## src/rtl/xbus_pkg.sv

```systemverilog
package xbus_pkg;
   typedef enum logic [1:0] {
      PH_IDLE = 2'd0,
      PH_ADDR = 2'd1,
      PH_STRB = 2'd2,
      PH_DONE = 2'd3
   } xbus_phase_e;
endpackage

```

## src/rtl/xbus_decode.sv

```systemverilog
module xbus_decode #(
   parameter int          AW       = 16,
   parameter int          LIM_W    = 3,
   parameter int          WS_W     = 2,
   parameter logic [15:0] INT_TOP  = 16'h10FF,
   parameter bit          SECTORED = 1'b1
) (
   input  logic [AW-1:0]    addr,
   input  logic             en,
   input  logic [LIM_W-1:0] limit,
   input  logic [WS_W-1:0]  wait_lo,
   input  logic [WS_W-1:0]  wait_hi,
   output logic             is_ext,
   output logic             in_upper,
   output logic [WS_W-1:0]  waits
);
   localparam logic [AW-1:0] TOP = AW'(INT_TOP);

   assign is_ext = en && (addr > TOP);

   generate
      if (SECTORED) begin : g_two_sectors
         logic [LIM_W-1:0] region;
         assign region   = addr[AW-1 -: LIM_W];
         assign in_upper = is_ext && (limit != '0) && (region >= limit);
      end else begin : g_one_sector
         assign in_upper = 1'b0;
      end
   endgenerate

   assign waits = in_upper ? wait_hi : wait_lo;
endmodule

```

## src/rtl/xbus_hidrv.sv

```systemverilog
module xbus_hidrv #(
   parameter int HI_W = 8,
   parameter int HB_W = 4
) (
   input  logic            en,
   input  logic [HB_W-1:0] count,
   output logic [HI_W-1:0] oe
);
   generate
      for (genvar i = 0; i < HI_W; i++) begin : g_line
         assign oe[i] = en && (count > HB_W'(i));
      end
   endgenerate
endmodule

```

## src/rtl/xbus_seq.sv

```systemverilog
module xbus_seq
   import xbus_pkg::*;
#(
   parameter int AW   = 16,
   parameter int DW   = 8,
   parameter int WS_W = 2
) (
   input  logic            clk,
   input  logic            rst_n,
   input  logic            req_valid,
   input  logic [AW-1:0]   req_addr,
   input  logic            req_we,
   input  logic [DW-1:0]   req_wdata,
   input  logic            cfg_en,
   input  logic            dec_ext,
   input  logic [WS_W-1:0] dec_waits,
   input  logic [DW-1:0]   ad_in,
   output xbus_phase_e     phase,
   output logic            ale,
   output logic [DW-1:0]   ad_out,
   output logic            ad_oe,
   output logic [AW-DW-1:0] ha_out,
   output logic            rd_n,
   output logic            wr_n,
   output logic            rsp_ready,
   output logic [DW-1:0]   rsp_rdata
);
   xbus_phase_e     phase_q;
   logic [WS_W-1:0] cnt_q;
   logic [AW-1:0]   addr_q;
   logic [DW-1:0]   wd_q;
   logic            we_q;
   logic            ext_q;
   logic            act_q;
   logic            accept;
   logic            strobe_on;

   assign accept    = (phase_q == PH_IDLE) && req_valid;
   assign strobe_on = (phase_q == PH_STRB) && ext_q;

   always_ff @(posedge clk or negedge rst_n) begin
      if (!rst_n) begin
         phase_q   <= PH_IDLE;
         cnt_q     <= '0;
         addr_q    <= '0;
         wd_q      <= '0;
         we_q      <= 1'b0;
         ext_q     <= 1'b0;
         act_q     <= 1'b0;
         rsp_rdata <= '0;
      end else begin
         unique case (phase_q)
            PH_IDLE: begin
               if (accept) begin
                  addr_q  <= req_addr;
                  wd_q    <= req_wdata;
                  we_q    <= req_we;
                  ext_q   <= dec_ext;
                  act_q   <= cfg_en;
                  cnt_q   <= dec_ext ? dec_waits : '0;
                  phase_q <= cfg_en ? PH_ADDR : PH_DONE;
               end
            end
            PH_ADDR: phase_q <= PH_STRB;
            PH_STRB: begin
               if (cnt_q == '0) begin
                  phase_q <= PH_DONE;
                  if (ext_q && !we_q) rsp_rdata <= ad_in;
               end else begin
                  cnt_q <= cnt_q - 1'b1;
               end
            end
            PH_DONE: phase_q <= PH_IDLE;
            default: phase_q <= PH_IDLE;
         endcase
      end
   end

   assign phase     = phase_q;
   assign ale       = (phase_q == PH_ADDR);
   assign ad_out    = (phase_q == PH_ADDR) ? addr_q[DW-1:0] : wd_q;
   assign ad_oe     = act_q && ((phase_q == PH_ADDR) ||
                      (we_q && (phase_q == PH_STRB || phase_q == PH_DONE)));
   assign ha_out    = addr_q[AW-1:DW];
   assign rd_n      = !(strobe_on && !we_q);
   assign wr_n      = !(strobe_on && we_q);
   assign rsp_ready = (phase_q == PH_DONE);
endmodule

```

## src/rtl/xbus_ctrl.sv

```systemverilog
module xbus_ctrl
   import xbus_pkg::*;
#(
   parameter int          ADDR_W   = 16,
   parameter int          DATA_W   = 8,
   parameter int          LIM_W    = 3,
   parameter int          WS_W     = 2,
   parameter logic [15:0] INT_TOP  = 16'h10FF,
   parameter bit          SECTORED = 1'b1,
   localparam int         HI_W     = ADDR_W - DATA_W,
   localparam int         HB_W     = $clog2(HI_W + 1)
) (
   input  logic              clk,
   input  logic              rst_n,
   input  logic              req_valid,
   input  logic [ADDR_W-1:0] req_addr,
   input  logic              req_we,
   input  logic [DATA_W-1:0] req_wdata,
   output logic              rsp_ready,
   output logic [DATA_W-1:0] rsp_rdata,
   input  logic              cfg_en,
   input  logic [LIM_W-1:0]  cfg_sector_lim,
   input  logic [WS_W-1:0]   cfg_wait_lo,
   input  logic [WS_W-1:0]   cfg_wait_hi,
   input  logic [HB_W-1:0]   cfg_hi_bits,
   output logic [DATA_W-1:0] bus_ad_out,
   input  logic [DATA_W-1:0] bus_ad_in,
   output logic              bus_ad_oe,
   output logic [HI_W-1:0]   bus_ha_out,
   output logic [HI_W-1:0]   bus_ha_oe,
   output logic              bus_ale,
   output logic              bus_rd_n,
   output logic              bus_wr_n
);
   generate
      if (ADDR_W <= DATA_W) begin : g_bad_widths
         $error("xbus_ctrl: ADDR_W must exceed DATA_W");
      end
      if (LIM_W < 1 || LIM_W > ADDR_W) begin : g_bad_lim
         $error("xbus_ctrl: LIM_W out of range");
      end
      if (ADDR_W > 16) begin : g_bad_top
         $error("xbus_ctrl: INT_TOP is sized for at most 16 address bits");
      end
   endgenerate

   logic            dec_ext;
   logic            dec_upper;
   logic [WS_W-1:0] dec_waits;
   xbus_phase_e     phase;

   xbus_decode #(
      .AW(ADDR_W), .LIM_W(LIM_W), .WS_W(WS_W),
      .INT_TOP(INT_TOP), .SECTORED(SECTORED)
   ) u_decode (
      .addr     (req_addr),
      .en       (cfg_en),
      .limit    (cfg_sector_lim),
      .wait_lo  (cfg_wait_lo),
      .wait_hi  (cfg_wait_hi),
      .is_ext   (dec_ext),
      .in_upper (dec_upper),
      .waits    (dec_waits)
   );

   xbus_hidrv #(.HI_W(HI_W), .HB_W(HB_W)) u_hidrv (
      .en    (cfg_en),
      .count (cfg_hi_bits),
      .oe    (bus_ha_oe)
   );

   xbus_seq #(.AW(ADDR_W), .DW(DATA_W), .WS_W(WS_W)) u_seq (
      .clk       (clk),
      .rst_n     (rst_n),
      .req_valid (req_valid),
      .req_addr  (req_addr),
      .req_we    (req_we),
      .req_wdata (req_wdata),
      .cfg_en    (cfg_en),
      .dec_ext   (dec_ext),
      .dec_waits (dec_waits),
      .ad_in     (bus_ad_in),
      .phase     (phase),
      .ale       (bus_ale),
      .ad_out    (bus_ad_out),
      .ad_oe     (bus_ad_oe),
      .ha_out    (bus_ha_out),
      .rd_n      (bus_rd_n),
      .wr_n      (bus_wr_n),
      .rsp_ready (rsp_ready),
      .rsp_rdata (rsp_rdata)
   );
endmodule

```

## config.mk

```make
export PLATFORM = sky130hd
export DESIGN_NAME = xbus_ctrl
export DESIGN_NICKNAME = d
export VERILOG_FILES = /design/src/rtl/xbus_pkg.sv /design/src/rtl/xbus_decode.sv /design/src/rtl/xbus_hidrv.sv /design/src/rtl/xbus_seq.sv /design/src/rtl/xbus_ctrl.sv
export SDC_FILE = /design/constraint.sdc
export NUM_CORES = 1
export LEC_CHECK = 0
export BUFFER_PORTS_ARGS = -buffer_cell sky130_fd_sc_hd__buf_2
export CAP_MARGIN = 20
export CORE_MARGIN = 4
export CORE_UTILIZATION = 48
export DETAILED_ROUTE_END_ITERATION = 6
export PLACE_DENSITY = 0.85
export SLEW_MARGIN = 20
export SYNTH_ARGS = -nofsm -noshare
export SYNTH_HDL_FRONTEND = slang
export SYNTH_SLANG_ARGS = --single-unit
```

## constraint.sdc

```tcl
create_clock -name clk -period 1.8 [get_ports clk]
set_input_delay 0.09 -clock clk [delete_from_list [all_inputs] [get_ports clk]]
set_output_delay 0.09 -clock clk [all_outputs]
set_load 0.05 [all_outputs]
```

==> out/metrics.cfg, run 1 <==
[synth]
ys_warn_count = 0
yosys_register_bits = 39
syn_area_um2 = 2060
synth_cell_type_count = 34
synth_cells = 170
avgSynthCellArea_um2 = 12.1
ys_seq_area_share_pct = 47.4
syn_nets = 226

[clocking]
cts_inserted_buffers = 5
root_buffer = clkbuf_8
htree_levels = 2
cts.sinks = 39
cts_buffer_depth = 2
insertion_delay_ps = 280
post-cts-setup-buffers = 0
cts_tree = built
clk_pin_slew_ps = 70

[sta]
maxSlewViolCount = 0
setup_tns_ps = 0
layout_worst_path_cycle_share_pct = 96.4
hold_viol = 0
period_minus_slack_ps = 1740
rsz0062_at_grt = no
tightest_slew_ps = 487
fmax_mhz = 576
slew-limit-headroom_pct = 67.5
fin_worst_skew_ps = 2.66
finalSetupViolations = 0

[critical_path]
arrival_ps = 1650
critPathLaunchType = flop
end_kind = primary output
path_class = flop to primary output
crit_path_start = u_seq.phase[1]$_DFFE_PN0P_
crit_required_ps = 1710
r2r_start = u_seq.phase[1]$_DFFE_PN0P_
cp_max_fo = 9

[routing]
drt-total-wl_mm = 4.34
vias_per_cell = 5.18
initialDrtViolationCount = 68
route.antenna.remaining_nets = 0
via_count = 1574
first_pass_iters = 3
wl_per_cell_um = 14.3
drc_errors = 0

[die]
rows = 23
core_area_um2 = 4090
start_util_pct = 50.4
die-area_um2 = 5400
io_pins = 85
die_h_um = 73.5
die_width_um = 73.5

[layout]
area_growth_pct = 26.0
n_antenna_cell = 0
final_common_cell = buf_2
drive_gt1_share_pct = 57.5
mostFrequentLayoutCells = buf_2 (84), dfrtp_1 (39), mux2_2 (36), inv_1 (9), nor2_1 (8)
final_nets = 309

[power]
pwr-share-clk_pct = 10.4
power_density_nw_per_um2 = 2060
power_frac_seq_pct = 29.6
p_sw_mw = 2.59
p_total_mw = 5.33
swShare_pct = 48.6
intPower_mw = 2.74
power_frac_comb_pct = 60.0
p_leak_nw = 1.30
irDropWorstVdd_mv = 1.12

[status]
status = finished, final reports clean

[global_route]
overflow = 0
grt_pass1_vias = 1641
grt_max_degree = 40
track_usage_pct = 17.1
grt_pass1_wl_mm = 7.17
antenna_found_initial = 0

[placed_design]
place.port_buffers = 84
place_congestion = 0.756
post-dp-hpwl_mm = 3.38

[hold_path]
min_from = bus_ad_in[2]
hold_class = primary input to flop

[run]
maxCapViolCount = 0

-- metrics by stage --
step | setup WS (ps) | hold slack [ps] | util (%) | instance area, um2 | cells
floorplan | 61.2 | -206 | - | 2060 | 170
global placement | 192 | 174 | 60.7 | 2480 | 295
detailed placement | 41.9 | 174 | 60.7 | 2480 | 295
CTS | 22.2 | 27.5 | 63.2 | 2580 | 304
global route | 5.40 | 21.8 | 63.5 | 2590 | 304
finish | 64.4 | 35.0 | 63.5 | 2590 | 304
-- critical path: stages, from the launching register on --
cell and delay, ps:
dfrtp_1 450, inv_2 130, ha_4 220, mux2_2 360
buf_2 210
-- worst paths after layout --
check | depth (start not counted) | endpoint | slack (ps)
worst max-delay path | 4 | bus_ad_out[2] | 60
worst min-delay path | 2 | u_seq.rsp_rdata[2]$_DFFE_PN0P_ | 40
worst max register to register | 6 | u_seq.cnt_q[1]$_DFFE_PN0P_ | 140
worst min register to register | 2 | u_seq.act_q$_DFFE_PN0P_ | 480
max in group asynchronous | 3 | u_seq.addr_q[1]$_DFFE_PN0P_ | 1070
min in group asynchronous | 3 | u_seq.act_q$_DFFE_PN0P_ | 390
-- power by group through the flow --
stage / Clock, mW / Sequential [mW] / Combinational (mW)
after floorplan: 0 / 1.86 / 2.36
after global placement: 0 / 1.55 / 3.10
after detailed placement: 0 / 1.59 / 3.17
after CTS: 0.575 / 1.57 / 3.20
after global routing: 0.621 / 1.63 / 3.42
final: 0.556 / 1.58 / 3.20
-- sequential cells by signal, indices dropped and copies added, names as in the netlist --
name,cells
u_seq.act_q,1
u_seq.addr_q,16
u_seq.cnt_q,2
u_seq.ext_q,1
u_seq.phase,2
u_seq.rsp_rdata,8
u_seq.wd_q,8
u_seq.we_q,1
-- layer usage --
| layer | part of all wire, % | up-vias | GRT usage [%] |
|---|---|---|---|
| met5 | 0 | - | 0 |
| met4 | 0.81 | 0 | 5.03 |
| met3 | 6.7 | 6 | 4.92 |
| met2 | 53 | 48 | 29.7 |
| met1 | 40 | 763 | 20.5 |
| li1 | - | 757 | - |
-- synthesized netlist by cell type (all sizes together) --
| cell | number | area share, % |
|---|---|---|
| nor2 | 8 | 1.5 |
| o22a | 1 | 0.43 |
| and2b | 3 | 1.3 |
| ha | 8 | 4.9 |
| mux2 | 41 | 23 |
| o31ai | 3 | 1.1 |
| dfrtp | 39 | 47 |
| o21ai | 7 | 1.9 |
| or3 | 1 | 0.30 |
| nand3 | 2 | 0.49 |
| buf | 12 | 4.5 |
| nor4 | 1 | 0.61 |
| and2 | 1 | 0.30 |
| o21a | 2 | 0.73 |
| inv | 10 | 1.8 |
| a21boi | 1 | 0.36 |
| mux2i | 1 | 0.49 |
| a21oi | 6 | 1.5 |
| o41a | 1 | 0.55 |
| nor2b | 3 | 0.91 |
| o31a | 1 | 0.43 |
| or2 | 1 | 0.30 |
| clkbuf | 1 | 0.18 |
| a211oi | 3 | 1.1 |
| nand3b | 1 | 0.36 |
| a41oi | 2 | 0.85 |
| nand2 | 7 | 1.3 |
| nand4b | 1 | 0.73 |
| nor3 | 2 | 0.49 |
-- logic make-up (layout without fill, tap and decap cells) --
logic type	count (synthesis)	after routing	share of synthesized area [%]
AO/OA/AOI/OAI	27	27	8.87
adder cells (fa/ha/maj)	8	8	4.86
buffers and inverters	23	107	6.50
flip-flops	39	39	47.4
multiplexers	42	42	23.8
AND/OR/NAND/NOR	31	31	8.57
-- cell type report --
cell class              count  area, um2
flip-flops and latches     39        976
multi-input cells         108        977
inverters                  10       37.5
fillers                   344       1490
well taps                  50       62.6
clock inverters             1       5.00
repair buffers             89        460
clock buffers               7       76.3
-- timing repair --
item,in CTS,in global routing
hold buffers,1,0
gates resized for setup,2,3
hold endpoints to repair,39,0
pin swaps,0,0
endpoints found under the setup margin,8,10
Power figures use the tool's default switching activity.
==> inputs of run 2 (changes only) <==
CORE_UTILIZATION = 43   (was 48)
GPL_ROUTABILITY_DRIVEN = 0   (was default)
PLACE_DENSITY = 0.81   (was 0.85)
clock period = 1.4 ns   (was 1.8 ns; I/O delays follow)
==> out/metrics.cfg, run 2 (synthesized netlist as in run 1, its figures left out) <==
[status]
status = complete, but fails checks
violations = setup timing

[layout]
n_fill_cell = 330
top_register = u_seq.addr_q
largest_reg_flops = 16
final_area_um2 = 3150
multi_input_area_um2 = 1090
area_growth_pct = 52.9
final_nets = 334
n_antenna_cell = 0
ff_latch_area_um2 = 978
final_common_cell = buf_2
fin_cells = 331
mostFrequentLayoutCells = buf_2 (72), dfrtp_1 (37), mux2_2 (25), mux2_4 (16), buf_6 (13)
reg_top3 = u_seq.addr_q (16), u_seq.rsp_rdata (8), u_seq.wd_q (8)
drive_gt1_share_pct = 62.4

[sta]
fin_worst_skew_ps = 4.51
period_minus_slack_ps = 1620
tightest_slew_ps = 460
setup_tns_ps = -4740
finalSetupViolations = 47
slew-limit-headroom_pct = 69.3
layout_worst_path_cycle_share_pct = 116
hold_viol = 0
maxSlewViolCount = 0
setup_ws_ps = -218
rsz0062_at_grt = yes
fmax_mhz = 618

[critical_path]
crit_required_ps = 1330
arrival_ps = 1550
path_class = flop to primary output
r2r_start = u_seq.phase[0]$_DFFE_PN0P_
crit_path_start = u_seq.phase[0]$_DFFE_PN0P_
cp_max_fo = 9
worst_path_largest_cell_delay_ps = 400
crit_family = flip-flops
critPathBufInv = 2
end_kind = primary output
critPathLaunchType = flop
path_cells = buf_4 -> ha_4 -> mux2_4 -> buf_8
critical_path.slowest_cell = dfrtp_2

[clocking]
cts_buffer_depth = 2
insertion_delay_ps = 290
cts_tree = built
root_buffer = clkbuf_8
cts.sinks = 39
cts_inserted_buffers = 5
clk_pin_slew_ps = 80
htree_levels = 2

[routing]
initialDrtViolationCount = 31
first_pass_iters = 4
wl_met2_mm = 2.71
met3_length_um = 297
wl_per_cell_um = 15.3
via_count = 1668
vias_per_cell = 5.04
m1WireLength_mm = 2.03
route.antenna.remaining_nets = 0
drc_errors = 0
drt-total-wl_mm = 5.06
top_layer = met4

[placed_design]
place.port_buffers = 84
dp.cells = 301
dp_slack_ps = -24.8
placed_cell_area_um2 = 2630
post-dp-hpwl_mm = 3.47

[hold_path]
min_from = bus_ad_in[1]
hold_class = primary input to flop

[run]
maxCapViolCount = 0

[die]
io_pins = 85
rows = 24
die-area_um2 = 5960
start_util_pct = 45.7
core_area_um2 = 4500
die_h_um = 77.2
die_width_um = 77.2

[global_route]
overflow = 0
antenna_found_initial = 0
track_usage_pct = 15.9
grt_pass1_vias = 1639
grt_pass1_wl_mm = 7.62
grt_max_degree = 23

[power]
power_density_nw_per_um2 = 2650
irDropWorstVdd_mv = 1.67
p_leak_nw = 1.57

-- run 2: changes by cell type in the layout (fill, tap and decap cells not counted), sizes merged --
cell / delta
clkinv: +1
dlygate4sd3: +10
bufinv: +1
buf: +12
clkbuf: +1
-- run 2: repair_timing --
item | 4_1_cts | 5_1_grt
setup endpoints to repair | 25 | 42
gates cloned | 0 | 4
hold endpoints to repair | 21 | 6
resized for setup | 34 | 10
pin swaps | 2 | 3
hold buffers | 5 | 6
buffers inserted | 3 | 4
-- run 2: path summary, 6_finish.rpt --
kind | slack (ps) | end | cells past startpoint
worst max register to register | -140 | u_seq.cnt_q[1]$_DFFE_PN0P_ | 7
worst max-delay path | -220 | bus_ad_out[6] | 4
worst min register to register | 480 | u_seq.act_q$_DFFE_PN0P_ | 2
min in group asynchronous | 260 | u_seq.cnt_q[1]$_DFFE_PN0P_ | 2
worst min-delay path | 10 | u_seq.rsp_rdata[1]$_DFFE_PN0P_ | 2
max in group asynchronous | 670 | u_seq.rsp_rdata[0]$_DFFE_PN0P_ | 3
-- run 2: report_power, final --
group,internal [mW],switching (mW)
clock network,0.531,0.410
logic,2.37,3.01
registers,1.71,0.318
total,4.61,3.73
-- run 2: per-stage QoR --
stage          total power [mW]  utilization [%]  hold WS, ps
2_1_floorplan              5.81                -         -226
3_3_place_gp               6.44             58.4         31.4
3_5_place_dp               6.55             58.4         46.1
4_1_cts                    8.01             65.0       0.0539
5_1_grt                    8.80             69.9        0.229
6_report                   8.35             69.9         10.2
-- run 2: layout make-up --
type	count	area share, %
Clock inverter	3	1.39
Timing Repair Buffer	114	27.3
Sequential cell	39	31.1
Inverter	10	1.35
Tap cell	52	2.07
Clock buffer	5	2.19
Multi-Input combinational cell	108	34.6
-- run 2: worst register-to-register path, delay by kind of cell, from the launching register on --
family / cells / cell delay [ps]
buf+inv: 2 / 210
flops: 1 / 400
simple gates: 1 / 150
compound gates: 2 / 190
mux: 1 / 320
fa+ha+maj: 1 / 150
-- run 2: per-layer routing --
metal	up-vias	track usage, %
li1	809	-
met1	802	18.4
met2	53	27.8
met3	4	5.62
met4	0	3.91
met5	-	0
